<file path="src/rtl/pirq_pkg.sv">
package pirq_pkg;
  localparam int NUM_SGI = 16;
  localparam int NUM_PPI = 16;
  localparam int NUM_IRQ = NUM_SGI + NUM_PPI;
  localparam int PRIO_W  = 8;
  localparam int DATA_W  = 32;
  localparam int ADDR_W  = 7;
  localparam int LANES   = DATA_W / PRIO_W;
  localparam int SGI_IW  = $clog2(NUM_SGI);
  localparam int WORD_IW = $clog2(NUM_IRQ / LANES);

  localparam logic [ADDR_W-1:0] A_GROUP   = 7'h00;
  localparam logic [ADDR_W-1:0] A_SETEN   = 7'h04;
  localparam logic [ADDR_W-1:0] A_CLREN   = 7'h08;
  localparam logic [ADDR_W-1:0] A_SETPEND = 7'h0C;
  localparam logic [ADDR_W-1:0] A_CLRPEND = 7'h10;
  localparam logic [ADDR_W-1:0] A_SETACT  = 7'h14;
  localparam logic [ADDR_W-1:0] A_CLRACT  = 7'h18;
  localparam logic [ADDR_W-1:0] A_CFG0    = 7'h1C;
  localparam logic [ADDR_W-1:0] A_CFG1    = 7'h20;
  localparam logic [ADDR_W-1:0] A_GMOD    = 7'h24;
  localparam logic [ADDR_W-1:0] A_NSACC   = 7'h28;

  typedef enum logic [1:0] {
    GRP_0   = 2'd0,
    GRP_1S  = 2'd1,
    GRP_1NS = 2'd2
  } irq_grp_e;
endpackage

</file>
<file path="src/rtl/pirq_prio_bank.sv">
module pirq_prio_bank
  import pirq_pkg::*;
(
  input  logic                 clk_i,
  input  logic                 rst_ni,
  input  logic                 wr_i,
  input  logic                 byte_i,
  input  logic [WORD_IW-1:0]   word_i,
  input  logic [1:0]           off_i,
  input  logic [DATA_W-1:0]    wdata_i,
  input  logic                 ns_view_i,
  input  logic [NUM_IRQ-1:0]   mask_i,
  output logic [DATA_W-1:0]    rd_word_o,
  output logic [PRIO_W-1:0]    rd_byte_o
);
  logic [PRIO_W-1:0] prio_q [NUM_IRQ];
  logic [PRIO_W-1:0] view   [NUM_IRQ];
  logic [NUM_IRQ-1:0] hit;

  for (genvar i = 0; i < NUM_IRQ; i++) begin : g_prio
    localparam int W = i / LANES;
    localparam int L = i % LANES;
    logic [PRIO_W-1:0] val;
    assign hit[i] = wr_i && mask_i[i] && (word_i == W[WORD_IW-1:0]) &&
                    (!byte_i || off_i == L[1:0]);
    assign val = byte_i ? wdata_i[PRIO_W-1:0] : wdata_i[PRIO_W*L +: PRIO_W];

    always_ff @(posedge clk_i or negedge rst_ni) begin
      if (!rst_ni)     prio_q[i] <= '0;
      else if (hit[i]) prio_q[i] <= ns_view_i ? {1'b1, val[PRIO_W-1:1]} : val;
    end

    assign view[i] = !mask_i[i] ? '0 :
                     ns_view_i  ? {prio_q[i][PRIO_W-2:0], 1'b0} : prio_q[i];


    nswr_msb_chk: assert property (@(posedge clk_i) disable iff (!rst_ni)
      (hit[i] && ns_view_i) |=> prio_q[i][PRIO_W-1]);
  end

  always_comb begin
    rd_word_o = '0;
    rd_byte_o = '0;
    for (int l = 0; l < LANES; l++) begin
      rd_word_o[PRIO_W*l +: PRIO_W] = view[{word_i, l[1:0]}];
    end
    rd_byte_o = view[{word_i, off_i}];
  end
endmodule

</file>
<file path="src/rtl/pirq_edge_latch.sv">
module pirq_edge_latch
  import pirq_pkg::*;
(
  input  logic               clk_i,
  input  logic               rst_ni,
  input  logic [NUM_PPI-1:0] lvl_i,
  input  logic [NUM_PPI-1:0] edge_i,
  output logic [NUM_PPI-1:0] lvl_o,
  output logic [NUM_PPI-1:0] set_o
);
  logic [NUM_PPI-1:0] lvl_q;

  always_ff @(posedge clk_i or negedge rst_ni) begin
    if (!rst_ni) lvl_q <= '0;
    else         lvl_q <= lvl_i;
  end

  assign set_o = lvl_i & ~lvl_q & edge_i;
  assign lvl_o = lvl_q;


  edge_rise_chk: assert property (@(posedge clk_i) disable iff (!rst_ni)
    (|set_o) |=> ((lvl_o & $past(set_o)) == $past(set_o)));
endmodule

</file>
<file path="src/rtl/pirq_sgi_gate.sv">
module pirq_sgi_gate
  import pirq_pkg::*;
(
  input  logic               req_i,
  input  logic [SGI_IW-1:0]  id_i,
  input  logic [1:0]         grp_i,
  input  logic               ns_i,
  input  logic               sec_en_i,
  input  logic [NUM_SGI-1:0] cfg_grp_i,
  input  logic [NUM_SGI-1:0] cfg_mod_i,
  input  logic [DATA_W-1:0]  nsacc_i,
  output logic [NUM_SGI-1:0] set_o
);
  irq_grp_e cfg, want, eff;
  logic [1:0] acc;
  logic deny;

  always_comb begin
    want = irq_grp_e'(grp_i);
    cfg  = cfg_grp_i[id_i] ? GRP_1NS : ((cfg_mod_i[id_i] && sec_en_i) ? GRP_1S : GRP_0);
    // secure group 1 request may land on a group 0 interrupt
    eff  = (want == GRP_1S && cfg == GRP_0) ? GRP_0 : want;
    acc  = nsacc_i[{id_i, 1'b0} +: 2];
    deny = ns_i && sec_en_i &&
           ((cfg == GRP_0 && acc < 2'd1) || (cfg == GRP_1S && acc < 2'd2));
    set_o = (req_i && eff == cfg && !deny) ? (NUM_SGI'(1) << id_i) : '0;
  end
endmodule

</file>
<file path="src/rtl/priv_irq_bank.sv">
module priv_irq_bank
  import pirq_pkg::*;
(
  input  logic              clk_i,
  input  logic              rst_ni,
  input  logic              sec_dis_i,
  input  logic              req_i,
  input  logic              we_i,
  input  logic              ns_i,
  input  logic              byte_i,
  input  logic [6:0]        addr_i,
  input  logic [31:0]       wdata_i,
  output logic [31:0]       rdata_o,
  output logic              rvalid_o,
  input  logic [15:0]       ppi_lvl_i,
  input  logic              sgi_req_i,
  input  logic [3:0]        sgi_id_i,
  input  logic [1:0]        sgi_grp_i,
  input  logic              sgi_ns_i
);
  logic [NUM_IRQ-1:0] grp_q, en_q, pend_q, act_q;
  logic [NUM_IRQ-1:0] grp_d, en_d, pend_d, act_d;
  logic [NUM_SGI-1:0] gmod_q, gmod_d;
  logic [DATA_W-1:0]  nsacc_q, nsacc_d;
  logic [NUM_PPI-1:0] edge_q, edge_d;
  logic [DATA_W-1:0]  rdata_q, rd_val;
  logic               rvalid_q;

  logic sec_en, ns_lim, sec_acc, wr_word, rd_req, is_prio;
  logic [NUM_IRQ-1:0] mask, wm;
  logic [NUM_PPI-1:0] lvl_s, edge_set;
  logic [NUM_SGI-1:0] sgi_set;
  logic [DATA_W-1:0]  prio_word, cfg1_rd;
  logic [PRIO_W-1:0]  prio_byte;

  assign sec_en  = !sec_dis_i;
  assign ns_lim  = ns_i && sec_en;
  assign sec_acc = !ns_i && sec_en;
  assign mask    = ns_lim ? grp_q : '1;
  assign wm      = wdata_i & mask;
  assign wr_word = req_i && we_i && !byte_i;
  assign rd_req  = req_i && !we_i;
  assign is_prio = addr_i[6:5] == 2'b10;

  pirq_prio_bank u_prio (
    .clk_i     (clk_i),
    .rst_ni    (rst_ni),
    .wr_i      (req_i && we_i && is_prio),
    .byte_i    (byte_i),
    .word_i    (addr_i[4:2]),
    .off_i     (addr_i[1:0]),
    .wdata_i   (wdata_i),
    .ns_view_i (ns_lim),
    .mask_i    (mask),
    .rd_word_o (prio_word),
    .rd_byte_o (prio_byte)
  );

  pirq_edge_latch u_edge (
    .clk_i  (clk_i),
    .rst_ni (rst_ni),
    .lvl_i  (ppi_lvl_i),
    .edge_i (edge_q),
    .lvl_o  (lvl_s),
    .set_o  (edge_set)
  );

  pirq_sgi_gate u_sgi (
    .req_i     (sgi_req_i),
    .id_i      (sgi_id_i),
    .grp_i     (sgi_grp_i),
    .ns_i      (sgi_ns_i),
    .sec_en_i  (sec_en),
    .cfg_grp_i (grp_q[NUM_SGI-1:0]),
    .cfg_mod_i (gmod_q),
    .nsacc_i   (nsacc_q),
    .set_o     (sgi_set)
  );

  always_comb begin
    grp_d   = grp_q;
    en_d    = en_q;
    act_d   = act_q;
    gmod_d  = gmod_q;
    nsacc_d = nsacc_q;
    edge_d  = edge_q;
    pend_d  = pend_q | {edge_set, sgi_set};
    if (wr_word) begin
      unique case (addr_i)
        A_GROUP:   if (!ns_lim) grp_d = wdata_i;
        A_SETEN:   en_d   = en_q | wm;
        A_CLREN:   en_d   = en_q & ~wm;
        A_SETPEND: pend_d = pend_d | wm;
        A_CLRPEND: pend_d = pend_d & ~wm;
        A_SETACT:  act_d  = act_q | wm;
        A_CLRACT:  act_d  = act_q & ~wm;
        A_CFG1: begin
          for (int k = 0; k < NUM_PPI; k++) begin
            if (mask[NUM_SGI+k]) edge_d[k] = wdata_i[2*k+1];
          end
        end
        A_GMOD:    if (sec_acc) gmod_d  = wdata_i[NUM_SGI-1:0];
        A_NSACC:   if (sec_acc) nsacc_d = wdata_i;
        default: ;
      endcase
    end
  end

  always_comb begin
    cfg1_rd = '0;
    for (int k = 0; k < NUM_PPI; k++) cfg1_rd[2*k+1] = edge_q[k] & mask[NUM_SGI+k];
  end

  always_comb begin
    rd_val = '0;
    if (byte_i) begin
      if (is_prio) rd_val = {24'b0, prio_byte};
    end else if (is_prio) begin
      rd_val = prio_word;
    end else begin
      unique case (addr_i)
        A_GROUP:              rd_val = ns_lim ? '0 : grp_q;
        A_SETEN, A_CLREN:     rd_val = en_q & mask;
        A_SETPEND, A_CLRPEND: rd_val = (pend_q | {~edge_q & lvl_s, {NUM_SGI{1'b0}}}) & mask;
        A_SETACT, A_CLRACT:   rd_val = act_q & mask;
        A_CFG1:               rd_val = cfg1_rd;
        A_GMOD:               rd_val = sec_acc ? {16'b0, gmod_q} : '0;
        A_NSACC:              rd_val = sec_acc ? nsacc_q : '0;
        default:              rd_val = '0;
      endcase
    end
  end

  always_ff @(posedge clk_i or negedge rst_ni) begin
    if (!rst_ni) begin
      grp_q    <= '0;
      en_q     <= '0;
      pend_q   <= '0;
      act_q    <= '0;
      gmod_q   <= '0;
      nsacc_q  <= '0;
      edge_q   <= '0;
      rdata_q  <= '0;
      rvalid_q <= 1'b0;
    end else begin
      grp_q    <= grp_d;
      en_q     <= en_d;
      pend_q   <= pend_d;
      act_q    <= act_d;
      gmod_q   <= gmod_d;
      nsacc_q  <= nsacc_d;
      edge_q   <= edge_d;
      rvalid_q <= rd_req;
      if (rd_req) rdata_q <= rd_val;
    end
  end

  assign rdata_o  = rdata_q;
  assign rvalid_o = rvalid_q;


  rd_lat_chk: assert property (@(posedge clk_i) disable iff (!rst_ni)
    rd_req |=> rvalid_o);

  rd_idle_chk: assert property (@(posedge clk_i) disable iff (!rst_ni)
    !rd_req |=> !rvalid_o);

  grp_ns_wi_chk: assert property (@(posedge clk_i) disable iff (!rst_ni)
    (req_i && we_i && ns_i && !sec_dis_i && addr_i == A_GROUP) |=> $stable(grp_q));

  gmod_raz_chk: assert property (@(posedge clk_i) disable iff (!rst_ni)
    (rd_req && !byte_i && sec_dis_i && addr_i == A_GMOD) |=> rdata_o == '0);

  cfg0_raz_chk: assert property (@(posedge clk_i) disable iff (!rst_ni)
    (rd_req && addr_i == A_CFG0) |=> rdata_o == '0);
endmodule

</file>
<file path="config.mk">
export PLATFORM = sky130hd
export DESIGN_NAME = priv_irq_bank
export DESIGN_NICKNAME = d
export VERILOG_FILES = /design/src/rtl/pirq_pkg.sv /design/src/rtl/pirq_prio_bank.sv /design/src/rtl/pirq_edge_latch.sv /design/src/rtl/pirq_sgi_gate.sv /design/src/rtl/priv_irq_bank.sv
export SDC_FILE = /design/constraint.sdc
export NUM_CORES = 1
export LEC_CHECK = 0
export BUFFER_PORTS_ARGS = -buffer_cell sky130_fd_sc_hd__buf_2
export CORE_AREA = 2 2 247 249
export DETAILED_ROUTE_END_ITERATION = 7
export DIE_AREA = 0 0 249 251
export PLACE_DENSITY = 0.66
export SLEW_MARGIN = 30
export SYNTH_ARGS = -nofsm -noshare
export SYNTH_HDL_FRONTEND = slang
export SYNTH_HIERARCHICAL = 1
export SYNTH_SLANG_ARGS = --single-unit
</file>
<file path="constraint.sdc">
create_clock -name clk_i -period 4.37 [get_ports clk_i]
set_clock_uncertainty 0.1 [all_clocks]
set_input_delay 0.2185 -clock clk_i [delete_from_list [all_inputs] [get_ports clk_i]]
set_output_delay 0.2185 -clock clk_i [all_outputs]
set_load 0.02 [all_outputs]
</file>
==> results.json, run 1 <==
{
  "holdWs_ns": 0.06784,
  "grt_pass1_vias": 26710,
  "status": "complete, no violations",
  "critPathKind": "reg -> reg",
  "wl_mm": 133.5,
  "critPathRequiredTime_ns": 4.84,
  "drive_above_1_share_pct": 20.01,
  "max_slew.worst_pin.slew_ns": 0.9537,
  "p_per_area_nw_per_um2": 373.4,
  "worst_path_dominant_cell_family": "compound AO/OA/AOI/OAI gates",
  "cts_tree": "built",
  "fillers": 5308,
  "clk_pin_slew_worst_paths_ns": 0.06,
  "synth.avg_cell_area_um2": 9.649,
  "grt_pass1_wl_mm": 191.1,
  "regArea_um2": 12440,
  "peakVddDrop_mv": 0.3187,
  "syn_nets": 3134,
  "htree_levels": 2,
  "fin_crit_sh_pct": 83.16,
  "crit_fanout": 4,
  "cap_viol_max_count": 0,
  "slew_viol_final": 0,
  "clkSinkCount": 497,
  "crit_buf_inv": 2,
  "rsz0062_at_grt": "false",
  "drt_iter0_markers": 3503,
  "synth_top_area_share_pct": 42.07,
  "place.gp.congestion": 1.063,
  "clock_latency_ns": 0.66,
  "ctsResizeCount": 0,
  "drc": 0,
  "synth_seq_area_share_pct": 42.07,
  "ioPinCount": 103,
  "grt_overflow": 0,
  "cts.hold.buffers_added": 49,
  "hold_viol_final": 0,
  "syn_inst": 3064,
  "portBuffers": 102,
  "dr_total_vias": 27490,
  "cp-start-kind": "flop",
  "cts_root_buffer": "clkbuf_16",
  "setup_tns_ns": 0,
  "antenna_found_initial": 5,
  "dieArea_um2": 62500,
  "start_util_pct": 49.45,
  "routed_via_density": 6.835,
  "wl_per_cell_um": 33.19,
  "fin_nets": 3268,
  "synth-seq-cells": 497,
  "die_w_um": 249,
  "fp-row-count": 90,
  "leakage_nw": 14.60,
  "slew_headroom_pct": 34.60,
  "multiInputGateArea_um2": 15600,
  "synthToLayoutAreaGrowth_pct": 12.73,
  "post-cts-setup-buffers": 0,
  "synthFlopType": "dfrtp_1",
  "core_area_um2": 59790,
  "min_period_ns": 3.634,
  "path_cells": "nor2_1 > inv_1 > or3b_1 > o22ai_1 > a21oi_1 > o21ai_0 > a2111oi_0 > buf_4 > a41oi_1 > a21oi_1 > o21ai_0 > nand3_1 > o2bb2ai_1",
  "die_h_um": 251,
  "arrival_ns": 4.10,
  "numCtsBuffers": 54,
  "dr.pass1.iters": 7,
  "dp_hpwl_mm": 101.4,
  "ys_async_sr_fraction_pct": 100.0,
  "synth_edf_count": 0,
  "end_kind": "flop",
  "grt_max_degree": 116,
  "slowest_stage": "a41oi_1",
  "hold_path.class": "in -> async",
  "ant_nets": 0,
  "synth_cell_types": 102,
  "yosysWarnings": 6,
  "clockBufferDepth": 3,
  "setup_viol": 0,
  "yosysTopAreaCell": "dfrtp_1",
  "yosys-top-cells-area": "dfrtp_1 42%, mux2_2 6.6%, mux2i_1 4.5%",
  "critical-path-max-stage-delay_ns": 0.54,
  "synth_area_um2": 29570,
  "grt_use_total_pct": 42.03,
  "clock.fmax_mhz": 275.2
}
[worst paths after layout]
check                                                from                              to  slack (ns)  cells after the start
max in group asynchronous                          rst_ni  u_prio/prio_q[138]$_DFFE_PN0P_        2.80                      3
min in group clk_i                                   we_i           grp_q[13]$_DFFE_PN0P_        0.08                      5
max                                  grp_q[3]$_DFFE_PN0P_          rdata_o[6]$_DFFE_PN0P_        0.74                     13
min reg2reg                u_prio/prio_q[199]$_DFFE_PN0P_  u_prio/prio_q[199]$_DFFE_PN0P_        0.38                      2
min                                                rst_ni      asynchronous set/reset pin        0.07                      2
max reg2reg                          grp_q[3]$_DFFE_PN0P_          rdata_o[6]$_DFFE_PN0P_        0.74                     13
[per-stage QoR]
step | setup slack [ns] | util, % | cells | power (mW) | cell area [um2]
finish | 0.7361 | 55.74 | 4021 | 12.44 | 33330
global route | 0.7027 | 55.74 | 4020 | 12.81 | 33330
CTS | 0.8997 | 55.74 | 4020 | 12.39 | 33330
detailed placement | 0.5014 | 51.90 | 3875 | 7.688 | 31030
global placement | 0.4173 | 51.89 | 3875 | 7.645 | 31030
floorplan | 1.398 | - | 3064 | 6.576 | 29570
[worst reg2reg max path: cells and delay by family (launching register included)]
kind | cells | cell delay (ns)
AOI/OAI and AO/OA | 8 | 2.14
buffers and inverters | 2 | 0.25
DFF | 1 | 0.42
and+or+nand+nor | 3 | 0.66
[cells in the final DEF, fill, tap and decap left out, types with 12 or more instances in the layout]
cell type      instances
nor3_1                20
mux2_4                32
nand4_1               12
o211ai_1              29
nand2b_1              33
and3b_1               18
nor4_1                16
buf_2                100
buf_4                147
a21oi_1              197
a22o_1                22
nor2b_1               17
a222oi_1              20
mux4_2                16
a31oi_1               19
mux2_1                90
o21ai_0              238
a221oi_1              16
clkbuf_1              16
nor2_1               273
mux2_2               174
nand2_1              346
mux2i_1              132
and3_1                26
a32oi_1               15
nand3_1              148
clkbuf_8              14
o221ai_1              17
o22ai_1              100
a22oi_1               24
dfrtp_1              497
inv_1                 42
nand3_2               30
dlygate4sd3_1         49
clkbuf_16             54
[cell usage after synthesis (74+ instances only)]
library cell and count:
mux2_1 90, nor2_1 273, o21ai_0 238, mux2_2 174, clkbuf_1 86, a21oi_1 197, o22ai_1 100, mux2i_1 132
dfrtp_1 497, nand3_1 148, nand2_1 347, buf_2 74
[report_power, final]
part / leakage [nW] / internal, mW / switching [mW]
logic: 7.02 / 0.807 / 1.59
clock network: 0.873 / 2.70 / 1.99
registers: 6.71 / 5.00 / 0.354
[layer usage]
| layer | share of wire, % | wire length [um] | vias up | track usage [%] |
|---|---|---|---|---|
| met4 | 6.3 | 8457 | 6 | 22.94 |
| met3 | 10 | 13440 | 409 | 9.495 |
| met2 | 44 | 59300 | 1765 | 65.36 |
| li1 | - | - | 11560 | - |
| met1 | 39 | 52230 | 13750 | 54.72 |
| met5 | 0.025 | 34 | - | 0 |
[area by class of cell]
| class | count | share of cell area (%) |
|---|---|---|
| Sequential cell | 497 | 37.31 |
| Tap cell | 782 | 2.936 |
| Inverter | 46 | 0.5406 |
| Multi-Input combinational cell | 2291 | 46.80 |
| Antenna cell | 1 | 0.007508 |
| Clock inverter | 12 | 0.6044 |
| Timing Repair Buffer | 308 | 6.990 |
| Clock buffer | 84 | 4.813 |
[kinds of logic (layout without fill, tap and decap cells)]
| logic type | Yosys count | after routing | share of synthesized area (%) |
|---|---|---|---|
| AO/OA/AOI/OAI | 825 | 825 | 17.98 |
| other | 0 | 1 | 0 |
| AND/OR/NAND/NOR | 1013 | 1013 | 16.56 |
| flip-flops | 497 | 497 | 42.07 |
| XOR/XNOR | 1 | 1 | 0.05503 |
| multiplexers | 452 | 452 | 18.08 |
| buffers and inverters | 276 | 450 | 5.256 |
Note: power is estimated with default switching activity, not from simulation.
==> inputs of run 2 (changes only) <==
ABC_AREA = 1   (was not set)
CORE_AREA = 2 2 251 253   (was 2 2 247 249)
DIE_AREA = 0 0 253 255   (was 0 0 249 251)
clock period = 3.6 ns   (was 4.37 ns; I/O delays follow)
==> run 2 against run 1 <==
  * Die area grew 3.2%
  * Design area grew 5.0%
  * Non-clock buffer count grew 34
  * Sequential share of layout area shrank 1.8 points
  * Final cell count grew 36%
  * Synthesized area grew 3.4%
  * Hold slack lost 0.037 ns
  * Largest cell class unchanged
  * Highest routed layer unchanged
==> results.json, run 2 <==
{
  "clock.fmax_mhz": 371.9,
  "syn_nets": 4546,
  "yosysMostFrequentCell": "nand2_1",
  "grt_overflow": 0,
  "antenna_found_initial": 4,
  "core_area_um2": 62160,
  "wl_met2_mm": 62.43,
  "path_cells": "nor2_1 > inv_1 > buf_4 > o21ai_0 > nor2_1 > nand2_1 > o21ai_0 > a21oi_1 > mux2i_1 > nand2_1 > nand3_1 > nand2_1 > nand2_1",
  "worst_path_dominant_cell_family": "simple AND/OR/NAND/NOR gates",
  "drt-met1-wl_mm": 55.65,
  "critPathLaunch": "grp_q[27]$_DFFE_PN0P_",
  "clockBufferDepth": 3,
  "fp-row-count": 92,
  "end_kind": "flop",
  "synth_seq_area_share_pct": 40.70,
  "most-common-layout-cells": "1415 x nand2_1, 497 x dfrtp_1, 471 x inv_1",
  "p_per_area_nw_per_um2": 440.3,
  "rsz0062_at_grt": "false",
  "ioPinCount": 103,
  "slew_headroom_pct": 25.75,
  "grt_use_total_pct": 44.53,
  "grt_pass1_wl_mm": 209.2,
  "setup_viol": 0,
  "r2r_end": "rdata_o[27]$_DFFE_PN0P_",
  "clkSinkCount": 497,
  "synth_cell_types": 46,
  "min_period_ns": 2.689,
  "die_w_um": 253,
  "synth_edf_count": 0,
  "holdWs_ns": 0.03080,
  "hold_path.class": "in -> reg",
  "rr_worst_depth": 13,
  "synth.avg_cell_area_um2": 6.827,
  "cp_common_cell": "nand2_1",
  "drive_above_1_share_pct": 11.24,
  "cts_root_buffer": "clkbuf_16",
  "ant_nets": 0,
  "hold_viol_final": 0,
  "cap_viol_max_count": 0,
  "drt_iter0_markers": 4663,
  "slew_viol_final": 0,
  "numCtsBuffers": 55,
  "synth-seq-cells": 497,
  "place_ws_ns": 0.5665,
  "cp-start-kind": "flop",
  "dr_total_vias": 33320,
  "start_util_pct": 49.16,
  "place.gp.congestion": 1.098,
  "reg2reg_slack_ns": 0.91,
  "grt_pass1_vias": 30660,
  "critical-path-max-stage-delay_ns": 0.52,
  "max_slew.worst_pin.slew_ns": 1.106,
  "yosys-top-cells-count": "1416 x nand2_1, 497 x dfrtp_1, 472 x inv_1, 421 x o21ai_0, 370 x nand3_1",
  "drc": 0,
  "clk_pin_slew_worst_paths_ns": 0.07,
  "p_total_mw": 15.41,
  "dr.pass1.iters": 8,
  "yosysWarnings": 6,
  "htree_levels": 2,
  "syn_inst": 4476,
  "yosysTopAreaCell": "dfrtp_1",
  "place_area_um2": 32630,
  "die_h_um": 255,
  "dp_hpwl_mm": 109.4,
  "ys_async_sr_fraction_pct": 100.0,
  "synthFlopType": "dfrtp_1",
  "synth_area_um2": 30560,
  "crit_fanout": 12,
  "critPathKind": "reg -> reg",
  "wl_mm": 145.4,
  "synthToLayoutAreaGrowth_pct": 14.54,
  "fin_crit_sh_pct": 74.70,
  "final_common_cell": "nand2_1",
  "final_area_um2": 35000,
  "grt_max_degree": 104,
  "portBuffers": 102,
  "dieArea_um2": 64520,
  "fin_nets": 4681,
  "crit_buf_inv": 2,
  "wl_per_cell_um": 26.65,
  "highest_layer": "met5",
  "setup_tns_ns": 0,
  "status": "complete, no violations",
  "arrival_ns": 3.18,
  "cts_tree": "built",
  "leakage_nw": 17.24,
  "yosys-top-cells-area": "dfrtp_1 41%, nand2_1 17%, o21ai_0 6.9%",
  "hp-start": "wdata_i[7]",
  "hold_path_depth": 3,
  "finalWorstSetupSlack_ns": 0.9109,
  "synth_top_area_share_pct": 40.70,
  "whs_endpoint": "gmod_q[7]$_DFFE_PN0P_",
  "slowest_stage": "mux2i_1",
  "clock_latency_ns": 0.66,
  "post-cts-setup-buffers": 0,
  "r2r-start": "grp_q[27]$_DFFE_PN0P_",
  "routed_via_density": 6.108,
  "peakVddDrop_mv": 0.3863,
  "critPathRequiredTime_ns": 4.09,
  "dr_wl_met3_mm": 15.77
}
-- run 2: cell count changes in the layout (fill, tap and decap cells not counted), sizes merged, moves of 159 or more --
cell,previous run,this run
nand3,178,372
inv,46,484
mux2,296,25
o21ai,247,519
nand4,13,172
nand2,348,1430
-- run 2: worst max-delay path by stage --
stage	endpoint	depth (start not counted)
after floorplan	rdata_o[7]$_DFFE_PN0P_	16
after CTS	rdata_o[4]$_DFFE_PN0P_	13
final	rdata_o[27]$_DFFE_PN0P_	13
after detailed placement	rdata_o[2]$_DFFE_PN0P_	17
after global routing	rdata_o[4]$_DFFE_PN0P_	13
after global placement	rdata_o[4]$_DFFE_PN0P_	17
-- run 2: power breakdown --
group          switching (mW)  total, mW  internal, mW
logic                    2.24       3.12         0.873
registers               0.316       6.42          6.10
clock network            2.55       5.88          3.33
-- run 2: kinds of logic after synthesis --
| logic type | Yosys count | share of synthesized area [%] |
|---|---|---|
| muxes | 26 | 0.9540 |
| DFF | 497 | 40.70 |
| AOI/OAI and AO/OA | 864 | 15.12 |
| and+or+nand+nor | 2341 | 33.20 |
| buffers and inverters | 748 | 10.02 |
-- run 2: worst reg2reg max path, stage by stage (launching register included) --
cell	delay, ns
dfrtp_1	0.38
nor2_1	0.07
inv_1	0.31
buf_4	0.25
o21ai_0	0.10
nor2_1	0.25
nand2_1	0.08
o21ai_0	0.08
a21oi_1	0.08
mux2i_1	0.52
nand2_1	0.15
nand3_1	0.11
nand2_1	0.05
nand2_1	0.09
-- run 2: cell type report --
class                           instances  area, um2
Fill cell                            6135      27160
Multi-Input combinational cell       3231      15130
Sequential cell                       497      12440
Timing Repair Buffer                  342       2750
Inverter                              484       1829
Clock buffer                           79       1608
Tap cell                              799      999.7
Clock inverter                         22      244.0
Antenna cell                            1      2.502
-- run 2: what timing repair did --
item,4_1_cts,5_1_grt
endpoints found under the hold margin,276,0
resized for setup,0,0
hold buffers,51,0
-- run 2: layer usage --
layer,up-vias,GRT usage (%)
met2,2180,67.49
li1,14950,-
met1,15670,57.29
met3,508,10.34
met5,-,0
met4,8,29.03
-- run 2: metrics by stage --
| step | util (%) | cells |
|---|---|---|
| after floorplan | - | 4476 |
| after global placement | 52.48 | 5302 |
| after detailed placement | 52.50 | 5302 |
| after CTS | 56.30 | 5454 |
| after global routing | 56.30 | 5454 |
| final | 56.31 | 5455 |
